`config.mk`:
```
export PLATFORM = sky130hd
export DESIGN_NAME = ea_resolver
export DESIGN_NICKNAME = d
export VERILOG_FILES = /design/src/rtl/ea_resolve_pkg.sv /design/src/rtl/ea_datapath.sv /design/src/rtl/ea_control.sv /design/src/rtl/ea_resolver.sv
export SDC_FILE = /design/constraint.sdc
export NUM_CORES = 1
export LEC_CHECK = 0
export BUFFER_PORTS_ARGS = -buffer_cell sky130_fd_sc_hd__buf_2
export CAP_MARGIN = 15
export CORE_UTILIZATION = 40
export CTS_CLUSTER_DIAMETER = 60
export DETAILED_ROUTE_END_ITERATION = 12
export GPL_TIMING_DRIVEN = 0
export PLACE_DENSITY_LB_ADDON = 0.05
export SYNTH_ARGS = -nofsm -noshare
export SYNTH_HDL_FRONTEND = slang
export SYNTH_HIERARCHICAL = 1
export SYNTH_SLANG_ARGS = --single-unit
```
`constraint.sdc`:
```
create_clock -name clk -period 4.8 [get_ports clk]
set_input_delay 0.72 -clock clk [delete_from_list [all_inputs] [get_ports clk]]
set_output_delay 0.72 -clock clk [all_outputs]
set_load 0.01 [all_outputs]
```
`src/rtl/ea_resolve_pkg.sv`:
```
package ea_resolve_pkg;

  localparam int CodeW = 3;
  localparam logic [CodeW-1:0] CodeIndirect = 3'd7;

  // strobes from the sequencer to the datapath
  typedef struct packed {
    logic loadStart;
    logic doAdd;
    logic push;
    logic pop;
    logic takeWord;
    logic issueRead;
  } eaStrobe_t;

  typedef enum logic [2:0] {
    StIdle,
    StApply1,
    StApply2,
    StWait,
    StDone
  } eaState_t;

endpackage

```
`src/rtl/ea_datapath.sv`:
```
module ea_datapath
  import ea_resolve_pkg::*;
#(
  parameter int ByteW      = 6,
  parameter int StackDepth = 8,
  parameter int MaxIndir   = 64
) (
  input  logic                      clk,
  input  logic                      rstN,
  input  eaStrobe_t                 ctl,
  input  logic                      useSecond,
  input  logic [2*ByteW:0]          baseAddr,
  input  logic [2*CodeW-1:0]        idxField,
  input  logic [6*(2*ByteW+1)-1:0]  idxRegs,
  input  logic [5*ByteW:0]          memRdData,
  output logic [2*ByteW-1:0]        memRdAddr,
  output logic [2*ByteW:0]          effAddr,
  output logic [$clog2(MaxIndir+1)-1:0] indirCount,
  output logic [CodeW-1:0]          code1,
  output logic [CodeW-1:0]          code2,
  output logic                      stkEmpty,
  output logic                      stkFull,
  output logic                      cntAtMax,
  output logic                      sumOvf,
  output logic                      wordIllegal
);

  localparam int MagW    = 2 * ByteW;
  localparam int AddrW   = MagW + 1;
  localparam int AccW    = MagW + 2;
  localparam int WordW   = 1 + 5 * ByteW;
  localparam int NumIdx  = 6;
  localparam int CntW    = $clog2(MaxIndir + 1);
  localparam int StkCntW = $clog2(StackDepth + 1);
  localparam int StkIdxW = $clog2(StackDepth);
  localparam int FieldLo = WordW - 1 - AddrW - 2 * CodeW;

  function automatic logic signed [AccW-1:0] smToTc(input logic [AddrW-1:0] v);
    logic signed [AccW-1:0] m;
    m = $signed({2'b00, v[MagW-1:0]});
    return v[MagW] ? -m : m;
  endfunction

  function automatic logic [AccW-1:0] tcMag(input logic signed [AccW-1:0] v);
    return v[AccW-1] ? AccW'(-v) : AccW'(v);
  endfunction

  logic signed [AccW-1:0] acc;
  logic signed [AccW-1:0] sum;
  logic [AccW-1:0]        sumMag;
  logic [AccW-1:0]        accMag;
  logic signed [AccW-1:0] regTc [8];
  logic [CodeW-1:0]       selCode;
  logic [CodeW-1:0]       code1Q, code2Q;
  logic [CodeW-1:0]       stk [StackDepth];
  logic [StkCntW-1:0]     stkCnt;
  logic [StkIdxW-1:0]     stkTop, stkPush;
  logic [CntW-1:0]        indCnt;
  logic [AddrW-1:0]       wordSm;
  logic [2*CodeW-1:0]     wordField;
  logic [CodeW-1:0]       wordC1, wordC2;
  logic                   unusedWordLow;
  logic                   unusedAccTop;

  // index registers converted once, slot 0 and slot 7 add nothing
  assign regTc[0] = '0;
  assign regTc[7] = '0;
  for (genvar g = 1; g <= NumIdx; g++) begin : g_idx
    assign regTc[g] = smToTc(idxRegs[g*AddrW-1 -: AddrW]);
  end

  // single shared adder, operand picked by the phase
  assign selCode = useSecond ? code2Q : code1Q;
  assign sum     = acc + regTc[selCode];
  assign sumMag  = tcMag(sum);
  assign sumOvf  = |sumMag[AccW-1:MagW];

  assign accMag       = tcMag(acc);
  assign unusedAccTop = |accMag[AccW-1:MagW];
  assign memRdAddr    = accMag[MagW-1:0];
  assign effAddr      = {acc[AccW-1], accMag[MagW-1:0]};

  // fetched word: sign and two bytes of address, then the code byte
  assign wordSm        = memRdData[WordW-1 -: AddrW];
  assign wordField     = memRdData[WordW-1-AddrW -: 2*CodeW];
  assign unusedWordLow = ^memRdData[FieldLo-1:0];
  assign wordC1        = wordField[2*CodeW-1:CodeW];
  assign wordC2        = wordField[CodeW-1:0];
  assign wordIllegal   = (wordC1 == CodeIndirect) && (wordC2 == CodeIndirect);

  assign stkTop   = StkIdxW'(stkCnt - 1'b1);
  assign stkPush  = StkIdxW'(stkCnt);
  assign stkEmpty = (stkCnt == '0);
  assign stkFull  = (stkCnt == StkCntW'(StackDepth));
  assign cntAtMax = (indCnt == CntW'(MaxIndir));

  assign code1      = code1Q;
  assign code2      = code2Q;
  assign indirCount = indCnt;

  always_ff @(posedge clk or negedge rstN) begin
    if (!rstN) begin
      acc    <= '0;
      code1Q <= '0;
      code2Q <= '0;
      stkCnt <= '0;
      indCnt <= '0;
    end else if (ctl.loadStart) begin
      acc    <= smToTc(baseAddr);
      code1Q <= idxField[2*CodeW-1:CodeW];
      code2Q <= idxField[CodeW-1:0];
      stkCnt <= '0;
      indCnt <= '0;
    end else if (ctl.takeWord) begin
      acc    <= smToTc(wordSm);
      code1Q <= wordC1;
      code2Q <= wordC2;
      indCnt <= indCnt + 1'b1;
    end else begin
      if (ctl.doAdd) acc <= sum;
      if (ctl.push) begin
        stkCnt <= stkCnt + 1'b1;
      end else if (ctl.pop) begin
        code2Q <= stk[stkTop];
        stkCnt <= stkCnt - 1'b1;
      end
    end
  end

  // stack storage needs no reset: entries are written before they are read
  always_ff @(posedge clk) begin
    if (ctl.push) stk[stkPush] <= code2Q;
  end

  // saved codes never exceed the stack depth
  a_r8_stack_bound: assert property (@(posedge clk) disable iff (!rstN)
    stkCnt <= StkCntW'(StackDepth));

  // fetches never exceed the limit
  a_r9_count_bound: assert property (@(posedge clk) disable iff (!rstN)
    indCnt <= CntW'(MaxIndir));

  // each read strobe is followed by exactly one count step once the word lands
  a_r4_count_step: assert property (@(posedge clk) disable iff (!rstN)
    ctl.issueRead |=> ##1 (indCnt == CntW'($past(indCnt, 2) + 1'b1)));

endmodule

```
`src/rtl/ea_control.sv`:
```
module ea_control
  import ea_resolve_pkg::*;
(
  input  logic             clk,
  input  logic             rstN,
  input  logic             start,
  input  logic [CodeW-1:0] code1,
  input  logic [CodeW-1:0] code2,
  input  logic             stkEmpty,
  input  logic             stkFull,
  input  logic             cntAtMax,
  input  logic             sumOvf,
  input  logic             wordIllegal,
  output eaStrobe_t        ctl,
  output logic             useSecond,
  output logic             done,
  output logic             errOverflow,
  output logic             errIllegal,
  output logic             errStack,
  output logic             errLimit
);

  eaState_t state, nextState;
  logic setOvf, setIll, setStk, setLim;

  assign useSecond = (state == StApply2);
  assign done      = (state == StDone);

  always_comb begin
    ctl       = '0;
    nextState = state;
    setOvf    = 1'b0;
    setIll    = 1'b0;
    setStk    = 1'b0;
    setLim    = 1'b0;
    unique case (state)
      StIdle: begin
        if (start) begin
          ctl.loadStart = 1'b1;
          nextState     = StApply1;
        end
      end
      StApply1: begin
        if (code1 != CodeIndirect) begin
          ctl.doAdd = 1'b1;
          if (sumOvf) begin
            setOvf    = 1'b1;
            nextState = StDone;
          end else begin
            nextState = StApply2;
          end
        end else if ((code2 != '0) && stkFull) begin
          setStk    = 1'b1;
          nextState = StDone;
        end else if (cntAtMax) begin
          setLim    = 1'b1;
          nextState = StDone;
        end else begin
          ctl.push      = (code2 != '0);
          ctl.issueRead = 1'b1;
          nextState     = StWait;
        end
      end
      StApply2: begin
        if (code2 != CodeIndirect) begin
          ctl.doAdd = 1'b1;
          if (sumOvf) begin
            setOvf    = 1'b1;
            nextState = StDone;
          end else if (!stkEmpty) begin
            ctl.pop = 1'b1;
          end else begin
            nextState = StDone;
          end
        end else if (cntAtMax) begin
          setLim    = 1'b1;
          nextState = StDone;
        end else begin
          ctl.issueRead = 1'b1;
          nextState     = StWait;
        end
      end
      StWait: begin
        ctl.takeWord = 1'b1;
        if (wordIllegal) begin
          setIll    = 1'b1;
          nextState = StDone;
        end else begin
          nextState = StApply1;
        end
      end
      StDone:  nextState = StIdle;
      default: nextState = StIdle;
    endcase
  end

  always_ff @(posedge clk or negedge rstN) begin
    if (!rstN) begin
      state       <= StIdle;
      errOverflow <= 1'b0;
      errIllegal  <= 1'b0;
      errStack    <= 1'b0;
      errLimit    <= 1'b0;
    end else begin
      state <= nextState;
      if (ctl.loadStart) begin
        errOverflow <= 1'b0;
        errIllegal  <= 1'b0;
        errStack    <= 1'b0;
        errLimit    <= 1'b0;
      end else begin
        errOverflow <= errOverflow | setOvf;
        errIllegal  <= errIllegal  | setIll;
        errStack    <= errStack    | setStk;
        errLimit    <= errLimit    | setLim;
      end
    end
  end

  // completion is a single-cycle pulse
  a_r10_done_single: assert property (@(posedge clk) disable iff (!rstN)
    done |=> !done);

  // the cycle after a read is spent taking the word, never reading again
  a_r3_read_gap: assert property (@(posedge clk) disable iff (!rstN)
    ctl.issueRead |=> !ctl.issueRead);

  // an out-of-range sum ends the walk with the flag raised
  a_r6_ovf_flag: assert property (@(posedge clk) disable iff (!rstN)
    (ctl.doAdd && sumOvf) |=> (errOverflow && done));

  // the illegal-word flag appears together with completion
  a_r7_illegal_done: assert property (@(posedge clk) disable iff (!rstN)
    $rose(errIllegal) |-> done);

endmodule

```
`src/rtl/ea_resolver.sv`:
```
module ea_resolver
  import ea_resolve_pkg::*;
#(
  parameter int ByteW      = 6,
  parameter int StackDepth = 8,
  parameter int MaxIndir   = 64
) (
  input  logic                          clk,
  input  logic                          rstN,
  input  logic                          start,
  input  logic [2*ByteW:0]              baseAddr,
  input  logic [2*CodeW-1:0]            idxField,
  input  logic [6*(2*ByteW+1)-1:0]      idxRegs,
  output logic                          memRdEn,
  output logic [2*ByteW-1:0]            memRdAddr,
  input  logic [5*ByteW:0]              memRdData,
  output logic                          done,
  output logic [2*ByteW:0]              effAddr,
  output logic [$clog2(MaxIndir+1)-1:0] indirCount,
  output logic                          errOverflow,
  output logic                          errIllegal,
  output logic                          errStack,
  output logic                          errLimit
);

  eaStrobe_t        ctl;
  logic             useSecond;
  logic [CodeW-1:0] code1, code2;
  logic             stkEmpty, stkFull, cntAtMax, sumOvf, wordIllegal;

  assign memRdEn = ctl.issueRead;

  ea_control u_control (
    .clk         (clk),
    .rstN        (rstN),
    .start       (start),
    .code1       (code1),
    .code2       (code2),
    .stkEmpty    (stkEmpty),
    .stkFull     (stkFull),
    .cntAtMax    (cntAtMax),
    .sumOvf      (sumOvf),
    .wordIllegal (wordIllegal),
    .ctl         (ctl),
    .useSecond   (useSecond),
    .done        (done),
    .errOverflow (errOverflow),
    .errIllegal  (errIllegal),
    .errStack    (errStack),
    .errLimit    (errLimit)
  );

  ea_datapath #(
    .ByteW      (ByteW),
    .StackDepth (StackDepth),
    .MaxIndir   (MaxIndir)
  ) u_datapath (
    .clk         (clk),
    .rstN        (rstN),
    .ctl         (ctl),
    .useSecond   (useSecond),
    .baseAddr    (baseAddr),
    .idxField    (idxField),
    .idxRegs     (idxRegs),
    .memRdData   (memRdData),
    .memRdAddr   (memRdAddr),
    .effAddr     (effAddr),
    .indirCount  (indirCount),
    .code1       (code1),
    .code2       (code2),
    .stkEmpty    (stkEmpty),
    .stkFull     (stkFull),
    .cntAtMax    (cntAtMax),
    .sumOvf      (sumOvf),
    .wordIllegal (wordIllegal)
  );

endmodule

```
==> metrics.txt <==
status finished, violations left; failing checks negative setup slack; Startpoint Class flip-flop; grt ovf 0; Avg Cell Area, Syn 8.15 µm²; initial core utilization 41.5%; post-DP HPWL 17,900 µm; Peak VDD IR 0.536 mV; fin crit period about 5.1 ns; Int Pwr between 0.004 and 0.005 W; die area 17,900 µm²; Worst Path Required ~5.1 ns; Crit path max-delay family compound AO/OA/AOI/OAI gates; RSZ-0062 raised after global routing yes; DRC viols 0; Net Switching slightly below 0.004 W; largest fanout on the critical path 7; CP Capture Type flip-flop; number of global-route vias before repair 7,024; CTS max path bufs 2; largest net degree at the start of global routing 39; Max-slew headroom roughly two fifths; ys flop type dfrtp_1; mapped cell area just under 7000 µm²; crit path buf inv count 3; Top Ports ~170; final hold slack about 0.5 ns; WS Path Type flip-flop to flip-flop; Die Y 134 µm; skew final approximately 0.0081 ns; Gate power share just over 80%; synthesized-area fraction occupied by adder cells roughly 5.0%; initial antenna violation count 0; CP peak stage delay 0.43 ns; xor and xnor area share after synthesis approximately an eighth; max cap viols 0; Post-Place Worst Slack -1.08 ns; CP dominant cell by count buf_6; layout cells sized above 1 around 34%; CTS tree done; overall power 0.00856 W; largest family of logic cells by synthesized area compound AO/OA/AOI/OAI gates; CTS buffer count 9; simple-gate share of the synthesized area between 20% and 30%; I/O Buffers 156; synth top area cells dfrtp_1 (14%), edfxtp_1 (10%), xnor2_1 (6.9%), xor2_1 (6.2%), nand2_1 (5.0%); layout filler cell count 1,572; GRT Overall Usage 26.6%; sequential-to-total area share from yosys stat between 20% and 30%; synthesized flop and latch total 62; final hold violation count 0; Clock Sinks between 60 and 70; DR WL/cell 18.4 µm; Via density ~5.7; # rows 47; post-synthesis compound-gate area fraction between 20% and 30%; synth warn 6; worst-path cell chain nor3b_4 > buf_6 > mux2_4 > buf_6 > o211a_1 > a21oi_1 > a211o_1 > fa_2 > a211oi_4 > buf_6 > o21ai_4 > a41o_1 > a2111oi_4 > nor3b_2 > a41oi_2 > mux2i_4 > a311oi_2 > and2_4 > nand2_2 > nor2_1 > a21oi_1 > or3_1 > a21oi_2; Final WS setup -0.302 ns; CP max stage cell fa_2; post-synthesis mux area share 5.65%; detailed-route via count roughly 7,500; Fmax achieved 196 MHz; number of diodes 0; Layout Area Growth over Synthesis 35.6%; Post-DP Area approximately 8000 µm²; cell with the most instances after synthesis nand2_1; Async SR Flop Fraction between 60% and 70%; Final ANT Viol Nets 0; Iteration-0 DRC Markers approximately 570; Lkg Pwr between 3 and 4 nW; Final nets approximately 1,200; Die W approximately 130 µm; Netlist cell types 86; clk root buf clkbuf_16; clock share of power 7.6%; Placeable Area between 15,000 and 20,000 µm²; Hold Path Class input port to asynchronous set/reset pin; Gate Count Post-Synth ~850; first-pass GRT wire length approximately 37,000 µm; clock latency on the worst-skew pair between 0.3 and 0.4 ns; first-pass detailed-route iteration total 5; clock slew at reported path FFs about 0.06 ns; fin area around 9400 µm²; top cell type's share of synthesized area 13.7%; top cells by count, synth nand2_1 (93), nor2_1 (68), xnor2_1 (55); Slew @ Worst Pin 0.905 ns; setup violators final 10; Final GP Congestion roughly 0.95; Reg power frac 11.3%; syn nets a little over 1,000; H-Tree Level Count 3; Max Slew Vio Count 0; crit share post-route 106%; switching share of power between 40% and 50%; Pwr Density between 900 and 1000 nW/µm²; final WL roughly 24,000 µm; fin util 56.2%; arrival time at the worst endpoint 5.36 ns; top cell type by total area after synthesis dfrtp_1; Post-synth EDFFs 24
## layer usage
| layer | up-vias | part of all wire, % | GRT usage, % | wire length, µm |
|---|---|---|---|---|
| li1 | 3619 | - | - | - |
| met1 | 3517 | 45 | 35.9 | 10900 |
| met2 | 303 | 46 | 42.9 | 11100 |
| met3 | 42 | 6.4 | 4.69 | 1550 |
| met4 | 0 | 2.4 | 8.52 | 573 |
| met5 | - | 0 | 0 | 0 |
## cells in the final DEF, fill, tap and decap left out, types with 13 or more instances in the layout
master	synthesis	routed
a21oi_1	44	37
buf_2	3	158
buf_4	15	65
buf_6	1	16
clkbuf_1	27	19
dfrtp_1	38	34
edfxtp_1	24	24
ha_1	26	17
inv_1	37	36
mux2i_1	21	18
nand2_1	93	90
nand2b_1	14	13
nor2_1	68	67
nor3_1	26	23
o21ai_0	47	38
o31ai_1	23	21
or3_1	13	13
xnor2_1	55	55
xor2_1	49	47
## timing repair
action | CTS | global route
resized for setup | 67 | 58
hold buffers | 0 | 0
pin swaps | 35 | 31
setup endpoints to repair | 11 | 11
buffers inserted | 46 | 20
## metrics by stage
step | instances | setup TNS, ns
floorplan | 853 | -0.0358
global placement | 1229 | -9.34
detailed placement | 1229 | -8.82
CTS | 1289 | -1.35
global route | 1304 | -3.73
finish | 1304 | -2.16
## state kept, by name, summed over array words and instances, names as in the netlist
register and cells:
u_datapath/stk 24, u_datapath/acc 14, u_control/errStack 1, u_datapath/indirCount 7
u_control/errLimit 1, u_control/errIllegal 1, u_control/errOverflow 1, u_datapath/stkCnt 4
u_datapath/code2 3, u_control/state 3, u_datapath/code1 3
## layout make-up
type	count	area, µm²	area share, %
clock buffer	9	225	2.39
tap	220	275	2.92
timing repair buffer	220	1320	14.0
buffer	50	324	3.44
inverter	37	139	1.47
sequential	62	1680	17.8
multi-input combinational	699	5390	57.2
clock inverter	7	73.8	0.783
## power by group through the flow
| stage | logic, W | clock network (W) | registers (W) |
|---|---|---|---|
| CTS | 0.00574 | 0.000662 | 0.000959 |
| global route | 0.00745 | 0.000686 | 0.000996 |
| detailed placement | 0.00452 | 0 | 0.000962 |
| floorplan | 0.00336 | 0 | 0.000864 |
| finish | 0.00694 | 0.000650 | 0.000970 |
| global placement | 0.00452 | 0 | 0.000957 |
## kinds of logic (layout without fill, tap and decap cells)
family / count (synthesis) / after routing
AO/OA/AOI/OAI: 242 / 242
AND/OR/NAND/NOR: 295 / 295
adder cells (fa/ha/maj): 27 / 27
flip-flops: 62 / 62
XOR/XNOR: 104 / 104
multiplexers: 31 / 31
buffers and inverters: 92 / 323
## worst paths after layout
kind,startpoint,cells after the start,slack [ns],end
min reg2reg,u_control/errIllegal,2,0.50,u_control/errIllegal
min,rstN,1,0.50,u_control/errIllegal
max reg2reg,u_control/state[2],23,-0.30,u_datapath/stkCnt[2]
min in group clk,u_control/errIllegal,2,0.50,u_control/errIllegal
max in group asynchronous,rstN,1,3.67,u_datapath/code2[0]
max,u_control/state[2],23,-0.30,u_datapath/stkCnt[2]
Note: power is estimated with default switching activity, not from simulation.
